$ cat config.mk
export PLATFORM = sky130hd
export DESIGN_NAME = copro_reg_bank
export DESIGN_NICKNAME = d
export VERILOG_FILES = /design/src/rtl/copro_pkg.sv /design/src/rtl/copro_ind_array.sv /design/src/rtl/copro_csr_regs.sv /design/src/rtl/copro_cmd_reg.sv /design/src/rtl/copro_r5_alu.sv /design/src/rtl/copro_reg_bank.sv
export SDC_FILE = /design/constraint.sdc
export NUM_CORES = 1
export LEC_CHECK = 0
export ABC_AREA = 1
export BUFFER_PORTS_ARGS = -buffer_cell sky130_fd_sc_hd__buf_2
export CORE_ASPECT_RATIO = 1.75
export CORE_MARGIN = 10
export CORE_UTILIZATION = 52
export CTS_CLUSTER_DIAMETER = 60
export CTS_CLUSTER_SIZE = 8
export DETAILED_ROUTE_END_ITERATION = 16
export GPL_ROUTABILITY_DRIVEN = 0
export PLACE_DENSITY = 0.82
export SYNTH_ARGS = -nofsm -noshare
export SYNTH_HDL_FRONTEND = slang
export SYNTH_SLANG_ARGS = --single-unit
$ cat constraint.sdc
create_clock -name clk -period 16.4 [get_ports clk]
set_input_delay 4.92 -clock clk [delete_from_list [all_inputs] [get_ports clk]]
set_output_delay 4.92 -clock clk [all_outputs]
set_load 0.02 [all_outputs]
$ cat src/rtl/copro_pkg.sv
package copro_pkg;

   localparam int unsigned CSR_ADDR_W = 2;
   localparam int unsigned FUNC_W     = 2;

   typedef enum logic [CSR_ADDR_W-1:0] {
      CSR_INDEX  = 2'd0,
      CSR_WINDOW = 2'd1,
      CSR_SCR0   = 2'd2,
      CSR_SCR1   = 2'd3
   } csr_sel_e;

   typedef enum logic [FUNC_W-1:0] {
      R5_AND = 2'd0,
      R5_OR  = 2'd1,
      R5_XOR = 2'd2,
      R5_ADD = 2'd3
   } r5_func_e;

endpackage

$ cat src/rtl/copro_ind_array.sv
module copro_ind_array
   import copro_pkg::*;
#(
   parameter int unsigned DATA_W = 32,
   parameter int unsigned DEPTH  = 16,
   localparam int unsigned SEL_W = (DEPTH > 1) ? $clog2(DEPTH) : 1
) (
   input  logic              clk,
   input  logic              rst,
   input  logic [SEL_W-1:0]  sel_i,
   input  logic              we_i,
   input  logic [DATA_W-1:0] wdata_i,
   output logic [DATA_W-1:0] rdata_o
);

   generate
      if (DEPTH < 2 || (DEPTH & (DEPTH - 1)) != 0) begin : g_bad_depth
         $error("copro_ind_array: DEPTH must be a power of two of at least 2");
      end
   endgenerate

   logic [DATA_W-1:0] entry_q [DEPTH];
   logic [DEPTH-1:0]  hit;

   // one-hot write decode, one comparator per entry
   generate
      for (genvar g = 0; g < DEPTH; g++) begin : g_dec
         assign hit[g] = we_i && (sel_i == SEL_W'(g));
      end
   endgenerate

   always_ff @(posedge clk) begin
      if (rst) begin
         for (int i = 0; i < DEPTH; i++) entry_q[i] <= '0;
      end else begin
         for (int i = 0; i < DEPTH; i++) begin
            if (hit[i]) entry_q[i] <= wdata_i;
         end
      end
   end

   assign rdata_o = entry_q[sel_i];

   AST_WINDOW_WRITE: assert property (@(posedge clk) disable iff (rst)
      we_i |=> entry_q[$past(sel_i)] == $past(wdata_i));

   AST_ENTRY_KEEP: assert property (@(posedge clk) disable iff (rst)
      !we_i |=> entry_q[$past(sel_i)] == $past(entry_q[sel_i]));

   AST_DECODE_ONEHOT: assert property (@(posedge clk) disable iff (rst)
      $onehot0(hit));

endmodule

$ cat src/rtl/copro_csr_regs.sv
module copro_csr_regs
   import copro_pkg::*;
#(
   parameter int unsigned DATA_W = 32,
   parameter int unsigned SEL_W  = 4
) (
   input  logic                  clk,
   input  logic                  rst,
   input  logic                  we_i,
   input  logic [CSR_ADDR_W-1:0] addr_i,
   input  logic [DATA_W-1:0]     wdata_i,
   output logic [SEL_W-1:0]      sel_o,
   output logic                  win_we_o,
   input  logic [DATA_W-1:0]     win_rdata_i,
   output logic [DATA_W-1:0]     rdata_o
);

   localparam int unsigned N_SCR = 2;

   generate
      if (SEL_W > DATA_W) begin : g_bad_sel
         $error("copro_csr_regs: index select wider than data");
      end
   endgenerate

   csr_sel_e          addr_e;
   logic [DATA_W-1:0] index_q;
   logic [DATA_W-1:0] scr_q [N_SCR];
   logic [N_SCR-1:0]  scr_we;

   assign addr_e = csr_sel_e'(addr_i);

   always_ff @(posedge clk) begin
      if (rst) begin
         index_q <= '0;
      end else if (we_i && addr_e == CSR_INDEX) begin
         index_q <= wdata_i;
      end
   end

   generate
      for (genvar s = 0; s < N_SCR; s++) begin : g_scr
         assign scr_we[s] = we_i && (addr_i == CSR_ADDR_W'(int'(CSR_SCR0) + s));
      end
   endgenerate

   always_ff @(posedge clk) begin
      if (rst) begin
         for (int s = 0; s < N_SCR; s++) scr_q[s] <= '0;
      end else begin
         for (int s = 0; s < N_SCR; s++) begin
            if (scr_we[s]) scr_q[s] <= wdata_i;
         end
      end
   end

   assign sel_o    = index_q[SEL_W-1:0];
   assign win_we_o = we_i && (addr_e == CSR_WINDOW);

   always_comb begin
      unique case (addr_e)
         CSR_INDEX:  rdata_o = index_q;
         CSR_WINDOW: rdata_o = win_rdata_i;
         CSR_SCR0:   rdata_o = scr_q[0];
         CSR_SCR1:   rdata_o = scr_q[1];
         default:    rdata_o = '0;
      endcase
   end

   AST_INDEX_LOAD: assert property (@(posedge clk) disable iff (rst)
      (we_i && addr_i == CSR_INDEX) |=> index_q == $past(wdata_i));

   AST_INDEX_KEEP: assert property (@(posedge clk) disable iff (rst)
      !(we_i && addr_i == CSR_INDEX) |=> $stable(index_q));

   AST_SCR0_KEEP: assert property (@(posedge clk) disable iff (rst)
      !(we_i && addr_i == CSR_SCR0) |=> $stable(scr_q[0]));

   AST_SCR1_KEEP: assert property (@(posedge clk) disable iff (rst)
      !(we_i && addr_i == CSR_SCR1) |=> $stable(scr_q[1]));

   AST_WIN_EXCL: assert property (@(posedge clk) disable iff (rst)
      win_we_o |-> scr_we == '0);

endmodule

$ cat src/rtl/copro_cmd_reg.sv
module copro_cmd_reg
   import copro_pkg::*;
#(
   parameter int unsigned DATA_W = 32
) (
   input  logic              clk,
   input  logic              rst,
   input  logic              we_i,
   input  logic [DATA_W-1:0] wdata_i,
   output r5_func_e          func_o
);

   generate
      if (DATA_W < FUNC_W) begin : g_bad_w
         $error("copro_cmd_reg: data narrower than command field");
      end
   endgenerate

   r5_func_e func_q;

   always_ff @(posedge clk) begin
      if (rst) begin
         func_q <= R5_AND;
      end else if (we_i) begin
         func_q <= r5_func_e'(wdata_i[FUNC_W-1:0]);
      end
   end

   assign func_o = func_q;

   AST_CMD_LOAD: assert property (@(posedge clk) disable iff (rst)
      we_i |=> func_o == $past(wdata_i[FUNC_W-1:0]));

   AST_CMD_HOLD: assert property (@(posedge clk) disable iff (rst)
      !we_i |=> $stable(func_o));

endmodule

$ cat src/rtl/copro_r5_alu.sv
module copro_r5_alu
   import copro_pkg::*;
#(
   parameter int unsigned DATA_W   = 32,
   parameter bit          SUM_TREE = 1'b1
) (
   input  logic              clk,
   input  logic              rst,
   input  r5_func_e          func_i,
   input  logic [DATA_W-1:0] a_i,
   input  logic [DATA_W-1:0] b_i,
   input  logic [DATA_W-1:0] c_i,
   input  logic [DATA_W-1:0] d_i,
   output logic [DATA_W-1:0] res_o
);

   logic [DATA_W-1:0] sum;

   // adder shape: balanced pair of adders or a serial chain
   generate
      if (SUM_TREE) begin : g_tree
         logic [DATA_W-1:0] sum_ab, sum_cd;
         assign sum_ab = a_i + b_i;
         assign sum_cd = c_i + d_i;
         assign sum    = sum_ab + sum_cd;
      end else begin : g_chain
         logic [DATA_W-1:0] sum_ab, sum_abc;
         assign sum_ab  = a_i + b_i;
         assign sum_abc = sum_ab + c_i;
         assign sum     = sum_abc + d_i;
      end
   endgenerate

   always_comb begin
      unique case (func_i)
         R5_AND:  res_o = a_i & b_i & c_i & d_i;
         R5_OR:   res_o = a_i | b_i | c_i | d_i;
         R5_XOR:  res_o = a_i ^ b_i ^ c_i ^ d_i;
         R5_ADD:  res_o = sum;
         default: res_o = '0;
      endcase
   end

   AST_AND_SUBSET: assert property (@(posedge clk) disable iff (rst)
      func_i == R5_AND |-> (res_o & ~(a_i & d_i)) == '0);

   AST_OR_COVER: assert property (@(posedge clk) disable iff (rst)
      func_i == R5_OR |-> ((a_i | c_i) & ~res_o) == '0);

   AST_XOR_PARITY: assert property (@(posedge clk) disable iff (rst)
      func_i == R5_XOR |-> ($countones({a_i, b_i, c_i, d_i}) % 2) == ($countones(res_o) % 2));

endmodule

$ cat src/rtl/copro_reg_bank.sv
module copro_reg_bank
   import copro_pkg::*;
#(
   parameter int unsigned DATA_W    = 32,
   parameter int unsigned ARR_DEPTH = 16,
   parameter bit          SUM_TREE  = 1'b1
) (
   input  logic                  clk,
   input  logic                  rst,
   input  logic                  csr_we,
   input  logic [CSR_ADDR_W-1:0] csr_addr,
   input  logic [DATA_W-1:0]     csr_wdata,
   output logic [DATA_W-1:0]     csr_rdata,
   input  logic                  cmd_we,
   input  logic [DATA_W-1:0]     cmd_wdata,
   output logic [FUNC_W-1:0]     cmd_o,
   input  logic [DATA_W-1:0]     r5_a,
   input  logic [DATA_W-1:0]     r5_b,
   input  logic [DATA_W-1:0]     r5_c,
   input  logic [DATA_W-1:0]     r5_d,
   output logic [DATA_W-1:0]     r5_res
);

   localparam int unsigned SEL_W = $clog2(ARR_DEPTH);

   generate
      if (DATA_W < 8 || SEL_W > DATA_W) begin : g_bad_cfg
         $error("copro_reg_bank: unsupported width or depth");
      end
   endgenerate

   logic [SEL_W-1:0]  sel;
   logic              win_we;
   logic [DATA_W-1:0] win_rdata;
   r5_func_e          func;

   copro_csr_regs #(.DATA_W(DATA_W), .SEL_W(SEL_W)) regs_i (
      .clk         (clk),
      .rst         (rst),
      .we_i        (csr_we),
      .addr_i      (csr_addr),
      .wdata_i     (csr_wdata),
      .sel_o       (sel),
      .win_we_o    (win_we),
      .win_rdata_i (win_rdata),
      .rdata_o     (csr_rdata)
   );

   copro_ind_array #(.DATA_W(DATA_W), .DEPTH(ARR_DEPTH)) array_i (
      .clk     (clk),
      .rst     (rst),
      .sel_i   (sel),
      .we_i    (win_we),
      .wdata_i (csr_wdata),
      .rdata_o (win_rdata)
   );

   copro_cmd_reg #(.DATA_W(DATA_W)) cmd_i (
      .clk     (clk),
      .rst     (rst),
      .we_i    (cmd_we),
      .wdata_i (cmd_wdata),
      .func_o  (func)
   );

   copro_r5_alu #(.DATA_W(DATA_W), .SUM_TREE(SUM_TREE)) alu_i (
      .clk    (clk),
      .rst    (rst),
      .func_i (func),
      .a_i    (r5_a),
      .b_i    (r5_b),
      .c_i    (r5_c),
      .d_i    (r5_d),
      .res_o  (r5_res)
   );

   assign cmd_o = func;

   AST_RESET_CMD: assert property (@(posedge clk)
      rst |=> cmd_o == FUNC_W'(0));

   AST_RESET_INDEX: assert property (@(posedge clk)
      (rst && !csr_we) |=> (csr_addr != CSR_INDEX) || (csr_rdata == '0));

endmodule

* Word-level counts from Yosys, hierarchy flattened
Memory sizes are Yosys's and may differ from the RTL's. A register that Yosys moved wholly into a read port is not among the register bits.
Cells that the tools add are included.
** Word-level totals
- Register bits after elaboration :: 34
- RAM bits :: 576
- Input bits :: 198
- Word-level logic and storage cells :: 156
- Memories kept :: 2
** Operators by class
- Add/sub/neg operators :: 3
- Eq/ne operators :: 21
- Mux-type cells :: 78
- Bitwise logic cells :: 27
- Reductions and logical operators :: 23
** Memory list
- array_i.entry_q :: depth 16, bits a word 32, read ports 1, clocked after memory_dff 1, wr ports 16, line copro_ind_array.sv:22 : logic [DATA_W-1:0] entry_q [DEPTH];
- regs_i.scr_q :: depth 2, bits a word 32, read ports 2, clocked after memory_dff 0, wr ports 2, line copro_csr_regs.sv:28 : logic [DATA_W-1:0] scr_q [N_SCR];
** Operators by type and width (number)
- 2-to-1 mux 32 bit :: 18
- one-hot mux 32 bit (4 select lines) :: 2
- adder 32 bit :: 3
- AND 32 bit :: 3
- OR 32 bit :: 3
- XOR 32 bit :: 3
- 2-to-1 mux 1 bit :: 56
- == test 4 bit, second input constant :: 8
- logical AND 1 bit :: 20
- OR 1 bit :: 18
- == test 4 x 3 -> 1 bit, second input constant :: 4
- == test 2 bit, second input constant :: 4
- == test 4 x 2 -> 1 bit, second input constant :: 2
- 2-to-1 mux 4 bit :: 2
- == test 2 x 1 -> 1 bit, second input constant :: 2
- == test 4 x 1 -> 1 bit, second input constant :: 1
- logical NOT 2 bit :: 2
- logical NOT 4 bit :: 1

* Longest topological paths before layout
- Depth in word-level cells :: 7
- Gate-level depth with buffers :: 15

* Modules after synthesis
From an unflattened synthesis, not the netlist that was laid out.
** Unflattened totals
- Cell total of the unflattened synthesis :: 4054
- Area, all modules :: 34109.0 µm²
** By module, submodules not included
- copro_ind_array :: times used 1, cells each 2552, area an instance 23362.4 µm², sequential area each 15374.7 µm²
- copro_r5_alu :: times used 1, cells each 981, area an instance 6167.2 µm², sequential area each 0.0 µm²
- copro_csr_regs :: times used 1, cells each 508, area an instance 4498.1 µm², sequential area each 2562.5 µm²
- copro_cmd_reg :: times used 1, cells each 13, area an instance 81.3 µm², sequential area each 40.0 µm²

* Least setup slack after synthesis
OpenSTA, ideal clock, no wires.
- Path type :: in2out
- From :: in r5_a[1]
- To :: out r5_res[17]
- Arrival :: 7.472 ns
- Required time :: 11.480 ns
- Slack :: 4.008 ns
- Stages :: 15
- Buffers on the path :: 0
- Path through :: fa_1 > fa_1 > ha_1 > inv_1 > fa_1 > inv_1 > nand3_1 > nand3_1 > nand2_1 > nand2_1 > nand3_1 > nand2_1 > nand2_1 > nand3_1 > nand4_1
** On the way
- Cells in the longest elaborated chain, start to end :: 3
** Ends and longest elaborated chain
- from (decl) :: line copro_reg_bank.sv:17 : input logic [DATA_W-1:0] r5_a,
- adder 32 bit :: line copro_r5_alu.sv:23 : assign sum_ab = a_i + b_i;
- adder 32 bit :: line copro_r5_alu.sv:25 : assign sum = sum_ab + sum_cd;
- one-hot mux 32 bit (4 select lines) :: line copro_r5_alu.sv:35 : unique case (func_i)
- to (decl) :: line copro_reg_bank.sv:21 : output logic [DATA_W-1:0] r5_res
Every way passes these cells.

* Final worst setup path
- From :: in r5_a[1]
- To :: out r5_res[29]
The elaborated chain is that of the path after synthesis.

==> results by group <==
Setup path
  – R2R Path End: array_i.entry_q[5][19]$_SDFFCE_PN0P_
  – Most frequent CP cell: nand3_1
  – Critical path required time: 11.48 ns
  – Critical Path AT: 8.41 ns
  – Startpoint Class: input pin
  – Buf+Inv Stages, Crit Path: 4
  – Reg2reg path depth: 8
  – Setup Crit Path Kind: in2out
  – Delay-heaviest family, CP: adder cells
  – Max incr delay on CP: 0.53 ns
  – Worst path slowest cell: fa_1
  – R2r setup slk: 13.76 ns
  – CP Cell Sequence: buf_2 -> fa_1 -> fa_1 -> ha_1 -> inv_1 -> fa_1 -> inv_1 -> nand3_1 -> nand3_1 -> nand3_1 -> nand3_1 -> nand2_1 -> nand3_1 -> nand3_1 -> nand3_1 -> buf_2
  – Max FO, Critical Path: 5
  – CP Capture Type: output port
  – R2r startpoint: regs_i.index_q[2]$_SDFFE_PP0P_

Yosys
  – Xor and xnor area share after synthesis: 0.109%
  – Sequential share of the synthesized area: 55.9%
  – Post-synth cell types: 36
  – FF+latch count, synth: 614
  – Syn avg cell area: 9.30 um2
  – Mapped cell area: 0.0323 mm2
  – Synth Area in Compound Gates: 9.47%
  – Ys flop type: edfxtp_1
  – Synth Instances: 3471
  – Post-Synth Simple-Gate Area: 20.4%
  – Adder-Cell Fraction of Synth Area: 7.53%
  – Asr flop ratio synth: 0%
  – Multiplexer share of the synthesized area: 0%
  – Post-synth EDFFs: 576
  – Yosys warning total: 0
  – Syn Nets: 3826
  – Largest family of logic cells by synthesized area: simple AND/OR/NAND/NOR gates

Floorplan
  – Die area: 0.0729 mm2
  – Die Ht: 350 um
  – Initial core utilization: 52.6%
  – Die Wd: 208 um
  – Core Region: 0.0614 mm2
  – Row cnt: 120
  – Ports: 264

Clock network
  – CTS clk-pin slew, worst paths: 0.05 ns
  – Max clock buf depth: 3
  – Worst-Skew Late Latency: 0.63 ns
  – Root buffer cell: clkbuf_16
  – # clock sinks: 614
  – Setup repair bufs after CTS: 0
  – CTS tree: yes
  – CTS buffer count: 88
  – Cts repair resizes: 0
  – # hold bufs at CTS: 0
  – H-tree levels: 3

Hold path
  – Hold path depth: 2
  – WHS Endpoint: regs_i.index_q[24]$_SDFFE_PP0P_
  – Hold_sp: regs_i.index_q[24]$_SDFFE_PP0P_
  – Hold Path Class: reg2reg

Drt
  – # DRC: 0
  – Drt first pass iters: 5
  – Post-Route WL: 86.3 mm
  – Vias post-DR: 26.0k
  – Post-route ant nets: 0
  – Avg Vias per Cell: 5.79
  – DR iter-0 viols: 2842
  – Routed len/inst: 19.2 um

Timing
  – Worst slew pin tran: 1.22 ns
  – Final setup margin: 3.07 ns
  – Endpoints failing setup: 0
  – Max Slew Vio Count: 0
  – Final hold slack: 0.543 ns
  – Setup TNS: 0 ns
  – Tmin final: 13.33 ns
  – Final hold viol count: 0
  – Worst Skew: 0.0317 ns
  – Max-slew headroom: 18.9%
  – RSZ-0062 raised after global routing: no
  – Fin crit share: 81.3%
  – Achievable frequency: 75.0 MHz

Flow run
  – Max cap viols: 0

GRT
  – Met2 usage: 42.1%
  – Met3 GRT Util: 4.06%
  – GRT Util Overall: 23.1%
  – First-pass GRT wire length: 137 mm
  – Vias in the first global route: 26.0k
  – Most Used Layer, Global Route: met2
  – Pin count of the biggest net entering global routing: 199
  – Initial antenna violation count: 0
  – Total grt overflow: 0
  – GR Util met1: 25.6%

Power and ir drop
  – Cell Pwr Density: 116 mW/mm2
  – Leak: 15.1 nW
  – Max IR drop VDD: 0.123 mV

Cells and area
  – Finished Layout Cells: 4490
  – Fill count: 4790
  – Antenna Cells: 0
  – Finished Cell Area: 0.0365 mm2
  – Share of layout cells above drive strength 1: 11.1%
  – Nets: 4005
  – Layout area overhead: 13.0%

Placement
  – Pre-CTS WS: 3.16 ns
  – Placed cells: 4353
  – DP Area: 0.0340 mm2
  – PortBufs: 233
  – Final HPWL from detailed placement: 56.6 mm

Status
  – Status: complete, no violations
-- state kept, by name, summed over array words and instances, names as in the netlist, named ones only --
name             cells
array_i.entry_q    512
regs_i.index_q      32
regs_i.scr_q        64
cmd_i.func_o         2
-- power breakdown --
part / internal (mW) / switching, mW
clock network: 0.988 / 0.654
logic: 0.239 / 0.534
registers: 1.80 / 0.0265
total: 3.02 / 1.21
-- worst max path at each step --
stage | endpoint | from | depth (start not counted)
after floorplan | r5_res[17] | r5_a[1] | 15
final | r5_res[29] | r5_a[1] | 16
after global placement | r5_res[29] | r5_a[1] | 16
after detailed placement | r5_res[29] | r5_a[1] | 16
after CTS | r5_res[29] | r5_a[1] | 16
after global routing | r5_res[29] | r5_a[1] | 17
-- placed cells by master (no fill, tap or decap), types with 3 or more instances in the layout --
master	count
nor2_1	817
edfxtp_1	576
nand2_1	516
inv_1	290
buf_2	233
o21ai_0	227
nand3_1	203
o21ai_1	127
ha_1	95
clkbuf_16	88
o22ai_1	69
fa_1	62
a21oi_1	58
nand4_1	47
clkbuf_1	40
buf_4	39
dfxtp_1	35
clkinv_1	32
o211ai_1	27
o31ai_1	26
or2_2	19
nand3b_1	13
o2111ai_1	10
inv_2	7
o21ai_4	4
nor3_1	3
nor2_4	3
clkinv_16	3
-- final cells by class --
| type | instances | area [um2] | share of cell area (%) |
|---|---|---|---|
| Sequential cell | 614 | 18100 | 49.5 |
| Multi-Input combinational cell | 2343 | 12200 | 33.4 |
| Clock buffer | 128 | 2350 | 6.45 |
| Timing Repair Buffer | 273 | 1480 | 4.05 |
| Inverter | 330 | 1240 | 3.41 |
| Tap cell | 793 | 992 | 2.72 |
| Clock inverter | 9 | 160 | 0.439 |
-- cell families after synthesis --
logic type      count (synthesis)
fa+ha+maj                     157
xor+xnor                        4
simple gates                 1626
flops                         614
buf+inv                       514
compound gates                556
-- routing by layer --
metal  wire [um]  part of all wire, %
met5           0                    0
met1       30400                   35
met3        7340                  8.5
met2       45600                   53
met4        2980                  3.4
-- synth_stat cells (13+ instances only) --
master      n  area [um2]
nand2_1   516        1940
clkbuf_1   96         360
edfxtp_1  576       17300
or2_2      19         119
a21oi_1    58         290
o211ai_1   27         203
nor2_1    820        3080
nand4_1    47         294
clkinv_1   32         120
fa_1       62        1240
nand3_1   203        1020
o31ai_1    26         195
buf_1      22        82.6
ha_1       95        1190
nand3b_1   13        97.6
o21ai_0   233        1170
buf_2      46         230
dfxtp_1    38         761
o21ai_1   127         636
o22ai_1    69         432
inv_1     292        1100
-- metrics by stage --
step / utilization, % / power (mW)
after detailed placement: 55.3 / 2.61
after CTS: 59.4 / 4.23
after global placement: 55.3 / 2.58
after floorplan: - / 2.36
final: 59.4 / 4.24
after global routing: 59.4 / 4.41
-- worst min-delay path, stage by stage, from the launching register on --
cell     delay [ns]
dfxtp_1        0.32
o21ai_0        0.08
a21oi_1        0.10
Note: power is estimated with default switching activity, not from simulation.
